$ cat src/rtl/zero_blank_display.sv
module zero_blank_display #(
  parameter int DIGITS     = 8,
  parameter int INT_DIGITS = 4
) (
  input  logic                  clk,
  input  logic                  rst_n,
  input  logic                  load,
  input  logic [4*DIGITS-1:0]   bcd_in,
  output logic [7*DIGITS-1:0]   seg_n,
  output logic [DIGITS-1:0]     blank
);
  localparam int FRAC = DIGITS - INT_DIGITS;

  logic [DIGITS-1:0][3:0] num_q;

  always_ff @(posedge clk or negedge rst_n)
    if (!rst_n)    num_q <= '0;
    else if (load) num_q <= bcd_in;

  function automatic logic [6:0] hex7(input logic [3:0] v);
    case (v)
      4'h0: hex7 = 7'h3F;  4'h1: hex7 = 7'h06;
      4'h2: hex7 = 7'h5B;  4'h3: hex7 = 7'h4F;
      4'h4: hex7 = 7'h66;  4'h5: hex7 = 7'h6D;
      4'h6: hex7 = 7'h7D;  4'h7: hex7 = 7'h07;
      4'h8: hex7 = 7'h7F;  4'h9: hex7 = 7'h6F;
      4'hA: hex7 = 7'h77;  4'hB: hex7 = 7'h7C;
      4'hC: hex7 = 7'h39;  4'hD: hex7 = 7'h5E;
      4'hE: hex7 = 7'h79;  default: hex7 = 7'h71;
    endcase
  endfunction

  always_comb begin
    logic run;
    blank = '0;
    run = 1'b1;
    for (int i = DIGITS - 1; i > FRAC; i--) begin
      run = run & (num_q[i] == 4'h0);
      blank[i] = run;
    end
    run = 1'b1;
    for (int i = 0; i < FRAC - 1; i++) begin
      run = run & (num_q[i] == 4'h0);
      blank[i] = run;
    end
  end

  for (genvar i = 0; i < DIGITS; i++) begin : g_dig
    assign seg_n[7*i +: 7] = blank[i] ? 7'h7F : ~hex7(num_q[i]);

    AST_BLANK_ONLY_ZERO: assert property (@(posedge clk) disable iff (!rst_n)
      blank[i] |-> num_q[i] == 4'h0);
    AST_BLANK_DARK: assert property (@(posedge clk) disable iff (!rst_n)
      blank[i] |-> seg_n[7*i +: 7] == 7'h7F);

    if (i > FRAC && i < DIGITS - 1) begin : g_int
      AST_INT_CHAIN: assert property (@(posedge clk) disable iff (!rst_n)
        blank[i] |-> blank[i+1]);
    end
    if (i > 0 && i < FRAC - 1) begin : g_frac
      AST_FRAC_CHAIN: assert property (@(posedge clk) disable iff (!rst_n)
        blank[i] |-> blank[i-1]);
    end
  end

  AST_LOAD_CAPTURE: assert property (@(posedge clk) disable iff (!rst_n)
    load |=> num_q == $past(bcd_in));
  AST_HOLD: assert property (@(posedge clk) disable iff (!rst_n)
    !load |=> $stable(num_q));
endmodule

$ cat config.mk
export PLATFORM = sky130hd
export DESIGN_NAME = zero_blank_display
export DESIGN_NICKNAME = d
export VERILOG_FILES = /design/src/rtl/zero_blank_display.sv
export SDC_FILE = /design/constraint.sdc
export NUM_CORES = 1
export LEC_CHECK = 0
export ABC_AREA = 1
export ABC_CLOCK_PERIOD_IN_PS = 4900
export BUFFER_PORTS_ARGS = -buffer_cell sky130_fd_sc_hd__buf_2
export CORE_UTILIZATION = 40
export DETAILED_ROUTE_END_ITERATION = 16
export HOLD_SLACK_MARGIN = 0.06
export SYNTH_ARGS = -nofsm -noshare
export SYNTH_HDL_FRONTEND = slang
export SYNTH_SLANG_ARGS = --single-unit
$ cat constraint.sdc
create_clock -name clk -period 4.9 [get_ports clk]
set_input_delay 1.47 -clock clk [delete_from_list [all_inputs] [get_ports clk]]
set_output_delay 1.47 -clock clk [all_outputs]
set_load 0.005 [all_outputs]
==> reports/results.ini <==
[clock_network]
cts_max_path_buffers=2
cts_setup_buffers=0
clock_sinks=32
cts_tree=done
clock_latency_ns=0.28
clockRootBuffer=clkbuf_8
cts_buffers=5
cts_resized=0
cts.hold.buffers_added=0
h-tree-depth=2
path_clk_slew_ns=0.06

[synthesis]
yosysSeqAreaShare=0.232
synth_common_cells=nand2_1 (158), o21ai_0 (64), nand3_1 (59), inv_1 (51), ha_1 (48)
ys_ff_latch=32
ys_types=26
synth_top_family_by_area=simple AND/OR/NAND/NOR gates
synth.top_cell.area_share=0.232
synth_edf_count=0
synthAdderAreaFrac=0.174
synth-main-ff-cell=dfrtp_1
avgSynthCellArea_um2=6.76
synth-xor-area-share=0
synth_most_common_cell=nand2_1
muxShareOfSynthArea=0
yosys.area_share.simple=0.335
ys_async_sr_fraction=1.00
synth_compound_area_frac=0.137
synth_area_leaders=dfrtp_1 (23%), ha_1 (17%), nand2_1 (17%), o21ai_0 (9.3%), nand3_1 (8.6%)
synth_top_cell_by_area=dfrtp_1
synth_cells=510
syn_area_mm2=0.00345
yosysWarnings=0

[floorplanning]
die_h_um=94.8
row_count=33
floorplan.initialDensity=0.417
core_mm2=0.00826
die-area_mm2=0.00899
ioPinCount=99
die_width_um=94.8

[worst_setup_path]
rr_worst_depth=2
required_ns=3.43
crit_fanout=8
cp.arrival_ns=1.70
reg2reg_slack_ns=3.78
worst-setup-path-type=flip-flop to output pin
critPathCaptureType=output pin
critPathLaunchType=flip-flop

[routing]
via_per_inst=4.80
routedWlPerCell_um=10.9
first_pass_iters=4
ant_nets=0
vias=3353
route.detailed.drc=0
routed_wl_um=7590
drt_iter0_markers=230

[sta]
finalSetupTns_ns=0
min_period_over_period=0.646
hold_ws_ns=0.693
finClkSkew_ns=0
setup_viol=0
fin_crit_ns=3.17
fmax_mhz=316
final_max_slew_viol_count=0
hold_viol=0
rsz0062_at_grt=no
tightest_slew_ns=0.993
relSlewSlack=0.338

[layout]
drive_gt1_frac=0.206
area_growth_pct=15.9
design_area_mm2=0.00399
largest_reg_flops=32
reg_top3=num_q: 32 flops
fillCellCount=903
finalNetCount=675
antenna-diode-count=0
largest-register=num_q

[pwr]
powerDensity_mw_per_mm2=228
p_leak_uw=0.00234
ir_worst_vdd_uv=164

[run]
cap_violations=0

[global_route]
grt_max_degree=65
grt_pass1_wl_um=12500
grt_pass1_vias=2809
grt.overflow.total=0
antenna_found_initial=0
grtUsageTotal=0.173

[place]
place_hpwl_um=5860
port_buffers=96
routabilityCongestion=0.856
place_area_mm2=0.00390

[min_path]
hold_depth=2
min_path_type=flip-flop to flip-flop

[status]
status=finished, final reports clean

==> through the flow <==
| step | util | total power, uW | std cells | setup slack (ns) |
|---|---|---|---|---|
| after floorplan | - | 587 | 511 | 2.30 |
| after global routing | 0.484 | 1000 | 698 | 1.56 |
| after global placement | 0.473 | 709 | 690 | 2.08 |
| after CTS | 0.484 | 925 | 698 | 1.71 |
| after detailed placement | 0.473 | 711 | 690 | 2.03 |
| final | 0.484 | 910 | 698 | 1.73 |
==> cell families after synthesis <==
kind of cell / Yosys count
compound gates: 89
buf+inv: 83
flops: 32
fa+ha+maj: 48
other cells: 1
simple gates: 257
==> final timing paths <==
check / startpoint / to
min reg2reg: num_q[25] / num_q[25]
max in group asynchronous: rst_n / num_q[11]
min: num_q[25] / num_q[25]
max: num_q[29] / seg_n[44]
min in group asynchronous: rst_n / num_q[21]
max reg2reg: num_q[7] / num_q[7]
==> routing by layer <==
metal / vias to the layer above / share of wire / GRT usage
met2: 82 / 0.46 / 0.289
met3: 7 / 0.049 / 0.0338
met5: - / 0 / 0
met4: 0 / 0.0083 / 0.0379
met1: 1477 / 0.49 / 0.229
li1: 1787 / - / -
==> where the power goes <==
group,internal [uW],switching [uW]
Sequential,288,49.5
Combinational,157,209
Clock,114,92.6
==> worst max-delay path, cell delays in order, from the launching register on <==
cell and delay [ns]:
dfrtp_1 0.41, inv_1 0.16, ha_1 0.24, nand3_4 0.13, inv_4 0.10, nand2_4 0.08, o21ai_0 0.12, buf_2 0.17
==> cell usage in the layout, fill, tap and decap left out <==
master    instances
dfrtp_1          32
a21oi_1          12
a21boi_0          2
nand3_4           4
inv_2             3
buf_2            96
clkinv_4          1
nand2_1         158
a22oi_1           1
o21ai_1           1
clkbuf_8          6
o22ai_1           2
nor2_8            2
inv_1            51
clkbuf_1          2
o21ai_0          64
o211ai_1          6
ha_1             48
inv_4             4
nand3_1          59
inv_6             2
o21bai_1          1
conb_1            2
nand2_4           4
nor2_1           30
==> final cells by class <==
| class | count | area (um2) | area share |
|---|---|---|---|
| multi-input combinational | 396 | 2240 | 0.560 |
| inverter | 61 | 254 | 0.0636 |
| clock buffer | 8 | 90.1 | 0.0226 |
| timing repair buffer | 96 | 480 | 0.120 |
| sequential | 32 | 801 | 0.201 |
| tap | 105 | 131 | 0.0329 |
No activity file was read; power rests on OpenSTA's default activity.
